===== src/rtl/qcenc_pkg.sv =====
package qcenc_pkg;
  localparam int unsigned BLKS    = 16;
  localparam int unsigned INFO_LO = 8;
  localparam int unsigned INFO_HI = 12;

  typedef enum logic {PH_INFO, PH_PAR} phase_e;

  // First row of generator circulant (info block i, parity block j); bit 0 forced set
  function automatic logic [31:0] first_row(logic hi, logic [31:0] i, logic [31:0] j);
    logic [31:0] a, b;
    a = (i + 32'd1) * 32'h9E3779B1;
    b = (j + 32'd1) * 32'h85EBCA6B;
    return (a ^ b ^ (hi ? 32'hC2B2AE35 : 32'h0)) | 32'h1;
  endfunction
endpackage


===== src/rtl/sraa_cell.sv =====
module sraa_cell #(
  parameter int unsigned Z = 8
) (
  input  logic         clk,
  input  logic         rst_n,
  input  logic         load,
  input  logic         restart,
  input  logic [Z-1:0] bits,
  input  logic [Z-1:0] row,
  output logic [Z-1:0] acc
);
  logic [Z-1:0] contrib;
  logic [Z-1:0] rot;

  // Unrolled shift-register adder-accumulator: add row when bit set, then rotate
  always_comb begin
    rot     = row;
    contrib = '0;
    for (int k = 0; k < int'(Z); k++) begin
      if (bits[k]) contrib = contrib ^ rot;
      rot = {rot[Z-2:0], rot[Z-1]};
    end
  end

  always_ff @(posedge clk) begin
    if (!rst_n)       acc <= '0;
    else if (load)    acc <= restart ? contrib : (acc ^ contrib);
  end

  a_r4_idle_hold: assert property (@(posedge clk) disable iff (!rst_n)
    !load |=> $stable(acc));
  a_r7_restart: assert property (@(posedge clk) disable iff (!rst_n)
    (load && restart) |=> (acc == $past(contrib)));
endmodule


===== src/rtl/enc_seq.sv =====
module enc_seq
  import qcenc_pkg::*;
#(
  parameter int unsigned NB  = BLKS,
  parameter int unsigned KLO = INFO_LO,
  parameter int unsigned KHI = INFO_HI,
  localparam int unsigned CW = $clog2(NB)
) (
  input  logic          clk,
  input  logic          rst_n,
  input  logic          rate_sel,
  input  logic          in_valid,
  input  logic          out_ready,
  output phase_e        phase,
  output logic [CW-1:0] cnt,
  output logic          rate_eff,
  output logic          first_beat,
  output logic          info_fire,
  output logic          in_ready,
  output logic          last
);
  localparam logic [CW-1:0] KLO_C = CW'(KLO);
  localparam logic [CW-1:0] KHI_C = CW'(KHI);
  localparam logic [CW:0]   NB_C  = (CW+1)'(NB);

  logic          rate_q;
  logic [CW-1:0] n_info;
  logic [CW-1:0] n_par;

  always_comb begin
    rate_eff   = (phase == PH_INFO && cnt == '0) ? rate_sel : rate_q;
    n_info     = rate_eff ? KHI_C : KLO_C;
    n_par      = CW'(NB_C - {1'b0, n_info});
    first_beat = (cnt == '0);
    in_ready   = (phase == PH_INFO) && out_ready;
    info_fire  = in_ready && in_valid;
    last       = (phase == PH_PAR) && (cnt == n_par - 1'b1);
  end

  always_ff @(posedge clk) begin
    if (!rst_n) begin
      phase  <= PH_INFO;
      cnt    <= '0;
      rate_q <= 1'b0;
    end else if (info_fire) begin
      if (cnt == '0) rate_q <= rate_sel;
      if (cnt == n_info - 1'b1) begin
        phase <= PH_PAR;
        cnt   <= '0;
      end else begin
        cnt <= cnt + 1'b1;
      end
    end else if (phase == PH_PAR && out_ready) begin
      if (last) begin
        phase <= PH_INFO;
        cnt   <= '0;
      end else begin
        cnt <= cnt + 1'b1;
      end
    end
  end

  a_r6_rate_hold: assert property (@(posedge clk) disable iff (!rst_n)
    !(info_fire && first_beat) |=> $stable(rate_q));
  a_r3_info_bound: assert property (@(posedge clk) disable iff (!rst_n)
    (phase == PH_INFO) |-> (cnt < n_info));
  a_r3_par_bound: assert property (@(posedge clk) disable iff (!rst_n)
    (phase == PH_PAR) |-> (cnt < n_par));
  a_r9_last_exit: assert property (@(posedge clk) disable iff (!rst_n)
    (last && out_ready) |=> (phase == PH_INFO && cnt == '0));
endmodule


===== src/rtl/qc_ldpc_enc.sv =====
module qc_ldpc_enc
  import qcenc_pkg::*;
#(
  parameter int unsigned Z = 8
) (
  input  logic         clk,
  input  logic         rst_n,
  input  logic         rate_sel,
  input  logic         in_valid,
  output logic         in_ready,
  input  logic [Z-1:0] in_data,
  output logic         out_valid,
  input  logic         out_ready,
  output logic [Z-1:0] out_data,
  output logic         out_last
);
  localparam int unsigned MAXP = BLKS - INFO_LO;
  localparam int unsigned CW   = $clog2(BLKS);
  localparam int unsigned PW   = $clog2(MAXP);

  phase_e          phase;
  logic [CW-1:0]   cnt;
  logic            rate_eff;
  logic            first_beat;
  logic            info_fire;
  logic [Z-1:0]    par_acc [MAXP];

  enc_seq #(.NB(BLKS), .KLO(INFO_LO), .KHI(INFO_HI)) u_seq (
    .clk       (clk),
    .rst_n     (rst_n),
    .rate_sel  (rate_sel),
    .in_valid  (in_valid),
    .out_ready (out_ready),
    .phase     (phase),
    .cnt       (cnt),
    .rate_eff  (rate_eff),
    .first_beat(first_beat),
    .info_fire (info_fire),
    .in_ready  (in_ready),
    .last      (out_last)
  );

  for (genvar j = 0; j < int'(MAXP); j++) begin : g_cell
    logic [31:0] raw;
    assign raw = first_row(rate_eff, 32'(cnt), 32'(j));
    sraa_cell #(.Z(Z)) u_cell (
      .clk    (clk),
      .rst_n  (rst_n),
      .load   (info_fire),
      .restart(first_beat),
      .bits   (in_data),
      .row    (raw[Z-1:0]),
      .acc    (par_acc[j])
    );
  end

  always_comb begin
    if (phase == PH_PAR) begin
      out_valid = 1'b1;
      out_data  = par_acc[cnt[PW-1:0]];
    end else begin
      out_valid = in_valid;
      out_data  = in_data;
    end
  end

  a_r8_par_hold: assert property (@(posedge clk) disable iff (!rst_n)
    (phase == PH_PAR && !out_ready) |=> (out_valid && $stable(out_data)));
  a_r9_last_in_par: assert property (@(posedge clk) disable iff (!rst_n)
    out_last |-> (phase == PH_PAR && out_valid));
endmodule


===== config.mk =====
export PLATFORM = sky130hd
export DESIGN_NAME = qc_ldpc_enc
export DESIGN_NICKNAME = d
export VERILOG_FILES = /design/src/rtl/qcenc_pkg.sv /design/src/rtl/sraa_cell.sv /design/src/rtl/enc_seq.sv /design/src/rtl/qc_ldpc_enc.sv
export SDC_FILE = /design/constraint.sdc
export NUM_CORES = 1
export LEC_CHECK = 0
export BUFFER_PORTS_ARGS = -buffer_cell sky130_fd_sc_hd__clkbuf_2
export CORE_AREA = 3 3 117 119
export CTS_BUF_LIST = sky130_fd_sc_hd__clkbuf_4 sky130_fd_sc_hd__clkbuf_8
export DETAILED_ROUTE_END_ITERATION = 10
export DIE_AREA = 0 0 120 122
export PLACE_DENSITY_LB_ADDON = 0.08
export SLEW_MARGIN = 20
export SYNTH_ARGS = -nofsm -noshare
export SYNTH_HDL_FRONTEND = slang
export SYNTH_SLANG_ARGS = --single-unit

===== constraint.sdc =====
create_clock -name clk -period 11 [get_ports clk]
set_input_delay 2.2 -clock clk [delete_from_list [all_inputs] [get_ports clk]]
set_output_delay 2.2 -clock clk [all_outputs]
set_load 0.02 [all_outputs]

# Word level (Yosys, flattened, before mapping)
# Cells that the tools add are included.
[op_classes]
n_addsub = 5
multipliers = 1
order_cmp = 1
eq_ne = 3
mux = 88
bitwise_logic = 82
n_reduce_logical = 10
[ops]
columns = ["operator", "count"]
rows = [
  ["$mux W8", 75],
  ["$xor A8 B8 Y8", 72],
  ["$mul A5 B32 Y8 const B", 1],
  ["$bmux W8 S3", 1],
  ["$mux W4", 4],
  ["$not A5 Y5", 2],
  ["$eq A4 B4 Y1", 2],
  ["$not A4 Y4", 2],
  ["$sub A4 B1 Y4 const B", 2],
  ["$mux W1", 6],
  ["$mux W6", 1],
  ["$not A6 Y6", 1],
  ["$add A4 B1 Y5 const B", 1],
  ["$logic_and A1 B1 Y1", 5],
  ["$add A4 B1 Y4 const B", 1],
  ["$ge A4 B4 Y1 const B", 1],
  ["$logic_not A4 Y1", 1],
  ["$not A2 Y2", 2],
  ["$not A3 Y4", 1],
  ["$reduce_bool A2 Y1", 2],
  ["$sub A1 B4 Y4 const A", 1],
  ["$mux W3", 1],
  ["$not A3 Y3", 1],
  ["$reduce_and A3 Y1", 1],
  ["3 further kinds", 3],
]
[word_totals]
ff_bits = 70
input_bits = 13
out_inout_bits = 11
word_cells = 201

# Longest topological paths before layout
[logic_depth]
depth_word = 22
depth_mapped = 23
depth_no_buf = 19

# Hierarchy
# Synthesis repeated with hierarchy kept, for this count alone.
[unflattened]
hier_cells = 1598
area_unflattened_um2 = 11627.4
[by_module_without_submodules]
columns = ["module", "n_inst", "cells_each", "area_each_um2", "seq_area_each_um2"]
rows = [
  ["sraa_cell", 8, 181, 1277.5, 160.2],
  ["qc_ldpc_enc", 1, 89, 895.9, 0.0],
  ["enc_seq", 1, 61, 511.7, 120.1],
]

# Worst setup path before layout
# No wires, ideal clock.
[synth_timing]
path_kind = "in2out"
from = "input port rate_sel"
to = "output port out_last"
arrival_time_ns = 3.756
t_required_ns = 8.800
path_slack_ns = 5.044
cell_stages = 4
n_path_buf = 1
cell_sequence = "mux2_2 buf_2 nor2_1 a2111oi_0"
[synth_between]
elab_chain_cells = 6
[synth_rtl]
columns = ["element", "line", "rtl"]
rows = [
  ["start, declared", "qc_ldpc_enc.sv:8", "input logic rate_sel,"],
  ["$mux W1", "enc_seq.sv:31", "rate_eff = (phase == PH_INFO && cnt == '0) ? rate_sel : rate_q;"],
  ["$mux W3", "enc_seq.sv:32", "n_info = rate_eff ? KHI_C : KLO_C;"],
  ["$sub A1 B4 Y4", "enc_seq.sv:33", "n_par = CW'(NB_C - {1'b0, n_info});"],
  ["$sub A4 B1 Y4", "enc_seq.sv:37", "last = (phase == PH_PAR) && (cnt == n_par - 1'b1);"],
  ["$eq A4 B4 Y1", "enc_seq.sv:37", ""],
  ["$logic_and A1 B1 Y1", "enc_seq.sv:37", ""],
  ["end, declared", "qc_ldpc_enc.sv:15", "output logic out_last"],
]
# No other way between the ends.

# Worst setup path in the final report
[layout_timing]
from = "register u_seq.cnt[0]"
to = "register g_cell[0].u_cell.acc[0]"
[layout_between]
elab_chain_cells = 19
elab_cells_between_ends = 24
cone_classes = "add/sub (1); mul (1); mux (10); bitwise (10); reduce/logical (2)"
[layout_rtl]
columns = ["element", "line", "rtl"]
rows = [
  ["start, declared", "enc_seq.sv:15", "output logic [CW-1:0] cnt,"],
  ["start signal, assigned", "enc_seq.sv:51", "cnt <= cnt + 1'b1;"],
  ["start signal, assigned", "enc_seq.sv:58", "cnt <= cnt + 1'b1;"],
  ["$add A4 B1 Y5", "qcenc_pkg.sv:11", "a = (i + 32'd1) * 32'h9E3779B1;"],
  ["$mul A5 B32 Y8", "qcenc_pkg.sv:11", ""],
  ["$xor A8 B8 Y8", "qcenc_pkg.sv:13", "return (a ^ b ^ (hi ? 32'hC2B2AE35 : 32'h0)) | 32'h1;"],
  ["$xor A8 B8 Y8", "sraa_cell.sv:20", "if (bits[k]) contrib = contrib ^ rot;"],
  ["$mux W8", "sraa_cell.sv:20", ""],
  ["$xor A8 B8 Y8", "sraa_cell.sv:20", ""],
  ["$mux W8", "sraa_cell.sv:20", ""],
  ["$xor A8 B8 Y8", "sraa_cell.sv:20", ""],
  ["[3 not listed]", "--", ""],
  ["$xor A8 B8 Y8", "sraa_cell.sv:20", ""],
  ["$mux W8", "sraa_cell.sv:20", ""],
  ["$xor A8 B8 Y8", "sraa_cell.sv:20", ""],
  ["$mux W8", "sraa_cell.sv:20", ""],
  ["$xor A8 B8 Y8", "sraa_cell.sv:20", ""],
  ["$mux W8", "sraa_cell.sv:20", ""],
  ["$xor A8 B8 Y8", "sraa_cell.sv:27", "else if (load) acc <= restart ? contrib : (acc ^ contrib);"],
  ["$mux W8 *", "sraa_cell.sv:27", ""],
  ["end signal, assigned", "sraa_cell.sv:27", ""],
  ["end, declared", "sraa_cell.sv:10", "output logic [Z-1:0] acc"],
]
# Mark *: on every way between the ends. The rest lies on a longest branch, timed or not.
# A chain may end at the register's enable or synchronous reset.

==> impl_metrics.tcl <==
set metrics [dict create \
    status "finished clean" \
    cts_buffer_depth 2 \
    comb_power_share 0.558 \
    routed_wl_mm 23.2 \
    cp-end-kind "flop" \
    overflow 0 \
    yosys_register_bits 70 \
    worstMarginPinSlew_ps 1110 \
    root_buffer "clkbuf_8" \
    numCtsBuffers 9 \
    wirelength_met1_mm 10.1 \
    r2r_cells 20 \
    dpl.hpwl_mm 15.3 \
    routed-via-count 7662 \
    drtPass1Iterations 5 \
    die_h_um 122 \
    io_pins 24 \
    routed_via_density 6.32 \
    reg2reg_from "u_seq.cnt[0]" \
    grt_max_degree 84 \
    p_clk_frac 0.170 \
    ys_warn_count 0 \
    holdPathStages 2 \
    min_from "g_cell[6].u_cell.acc[5]" \
    antenna_found_initial 0 \
    dr_wl_met3_mm 1.87 \
    finClkSkew_ps 12.3 \
    cp-start-kind "flop" \
    internal_power_mw 0.791 \
    switching_share 0.408 \
    placed_area_um2 8510 \
    finalSetupViolations 0 \
    fin_crit_ps 6160 \
    synth_flop_cell "dfxtp_1" \
    grt_usage 0.319 \
    cts_setup_buffers 0 \
    placed_cells 1197 \
    ir_worst_vdd_mv 0.0953 \
    max_cap_violations 0 \
    core-area_um2 12700 \
    syn2layout_area_growth_pct 3.21 \
    r2r_slack_ps 4840 \
    final_nets 1059 \
    slew-limit-headroom 0.262 \
    switching_power_mw 0.545 \
    hold-path-endpoint "g_cell[6].u_cell.acc[5]" \
    p_per_area_nw_per_um2 153 \
    cts_tree "done" \
    grt_pass1_vias 6946 \
    path_common_cell "xnor2_1" \
    crit_type "reg -> reg" \
    cts-htree-levels 3 \
    syn_inst 1079 \
    yosysSeqAreaShare 0.166 \
    min_period_over_period 0.560 \
    rsz0062_at_grt "false" \
    clock_sink_count 70 \
    fin_area_um2 8720 \
    crit_path_max_incr_delay_ps 810 \
    fin_ws_ps 4840 \
    rr_endpoint "g_cell[0].u_cell.acc[0]" \
    hold_viol 0 \
    routedWlPerCell_um 19.2 \
    drc 0 \
    wl_met2_mm 10.7 \
    crit_fanout 19 \
    required_ps 11250 \
    post_cts_resize_count 0 \
    clk_latency_ps 370 \
    syn_nets 1102 \
    cpMaxStageDelayCell "dfxtp_1" \
    worstPathCellList "buf_4, inv_1, ha_1, xnor2_1, ha_1, inv_1, fa_1, xnor3_1, xnor2_4, xnor2_4, inv_2, ha_1, a21oi_1, xnor2_1, xnor2_1, xnor3_1, xnor2_1, o21ai_0, a22oi_1, nor2_1" \
    setup-tns-final_ps 0 \
    gp_congestion 0.927 \
    synthArstFlopShare 0 \
    drive_gt1_frac 0.0855 \
    highest_layer "met4" \
    critPathArrivalTime_ps 6410 \
    netlist_area_um2 8450 \
    grt_pass1_wl_mm 37.1 \
    antenna_left 0 \
    finalNonFillerCells 1213 \
    max_freq_mhz 162 \
    synth_edf_count 0 \
    synth_area_per_cell_um2 7.83 \
    diodes 0 \
    cts_hold_buf 0 \
    fp.dieW_um 120 \
    synth_cell_types 66 \
    fp-row-count 41 \
    die-area_um2 14600 \
    power_frac_seq 0.272 \
    hold_path.class "reg -> reg" \
    clkSlewWorstSetupHoldPaths_ps 90 \
    power_leakage_nw 3.31 \
    slew_violations 0 \
    post-place-ws_ps 4880 \
    io_buffers 23 \
    initial_core_util 0.667 \
    drt_iter0_drc 764 \
    timing.hold.ws_ps 491 \
]
==> cell usage after synthesis (30+ instances only) <==
| master | instances | share of area |
|---|---|---|
| a21oi_1 | 32 | 0.019 |
| a22oi_1 | 37 | 0.033 |
| clkbuf_1 | 66 | 0.029 |
| dfxtp_1 | 70 | 0.17 |
| nand2_1 | 183 | 0.081 |
| nand3_1 | 39 | 0.023 |
| nor2_1 | 70 | 0.031 |
| nor2b_1 | 30 | 0.022 |
| o21ai_0 | 112 | 0.066 |
| xnor2_1 | 142 | 0.15 |
| xnor3_1 | 37 | 0.099 |
| xor2_1 | 46 | 0.048 |
==> cells in the final DEF, fill, tap and decap left out, types with 16 or more instances in the layout <==
cell,synthesis,layout
nand2_1,183,182
nor2b_1,30,30
a22oi_1,37,37
xnor3_1,37,37
a21oi_1,32,32
o211ai_1,20,20
clkbuf_2,0,23
dfxtp_1,70,70
o21ai_0,112,112
nand3_1,39,39
xor2_1,46,46
xnor2_1,142,142
nor2_1,70,70
mux4_2,16,16
==> through the flow <==
stage           util  power, mW
5_1_grt        0.688       1.43
6_report       0.688       1.34
2_1_floorplan      -      0.973
4_1_cts        0.688       1.33
3_5_place_dp   0.672       1.10
3_3_place_gp   0.672       1.09
==> power by group through the flow <==
stage	combinational [mW]	clock, mW	sequential (mW)
6_report	0.746	0.227	0.363
5_1_grt	0.815	0.242	0.371
4_1_cts	0.740	0.233	0.362
3_5_place_dp	0.735	0	0.367
3_3_place_gp	0.723	0	0.365
2_1_floorplan	0.623	0	0.350
==> per-layer routing <==
metal / vias to the layer above / track usage
li1: 3658 / -
met1: 3638 / 0.439
met2: 318 / 0.508
met3: 48 / 0.0604
met4: 0 / 0.107
met5: - / 0
==> final cells by class <==
class	instances	area, µm²
Sequential cell	70	1400
Inverter	20	77.6
Tap cell	172	215
Multi-Input combinational cell	901	6620
Fill cell	1106	3950
Clock inverter	5	56.3
Timing Repair Buffer	34	198
Clock buffer	11	151
==> state kept, by name, summed over array words and instances, names as in the netlist <==
register	flops
g_cell.u_cell.acc	64
u_seq.cnt	4
u_seq.phase	1
u_seq.rate_q	1
==> critical path, delay by kind of cell, from the launching register on <==
| kind | cells | cell delay, ps |
|---|---|---|
| buffers and inverters | 4 | 760 |
| xor gates and xnor gates | 8 | 2200 |
| AOI/OAI and AO/OA | 3 | 530 |
| DFF | 1 | 810 |
| and+or+nand+nor | 1 | 50 |
| adders and majority gates | 4 | 1670 |
==> worst max path at each step <==
stage / from / end / slack (ps)
global route: u_seq.cnt[0] / g_cell[0].u_cell.acc[0] / 4460
detailed placement: u_seq.cnt[0] / g_cell[0].u_cell.acc[0] / 4880
finish: u_seq.cnt[0] / g_cell[0].u_cell.acc[0] / 4840
floorplan: rate_sel / out_last / 5040
global placement: u_seq.cnt[0] / g_cell[0].u_cell.acc[0] / 5070
CTS: u_seq.cnt[0] / g_cell[0].u_cell.acc[0] / 4860
==> kinds of logic (layout without fill, tap and decap cells) <==
| kind of cell | Yosys count | count (layout) | share of synthesized area |
|---|---|---|---|
| xor gates and xnor gates | 237 | 237 | 0.322 |
| muxes | 27 | 27 | 0.0591 |
| and+or+nand+nor | 358 | 358 | 0.186 |
| AOI/OAI and AO/OA | 269 | 269 | 0.200 |
| buffers and inverters | 108 | 70 | 0.0509 |
| DFF | 70 | 70 | 0.166 |
| adders and majority gates | 10 | 10 | 0.0157 |
(Power assumes the default switching activity.)
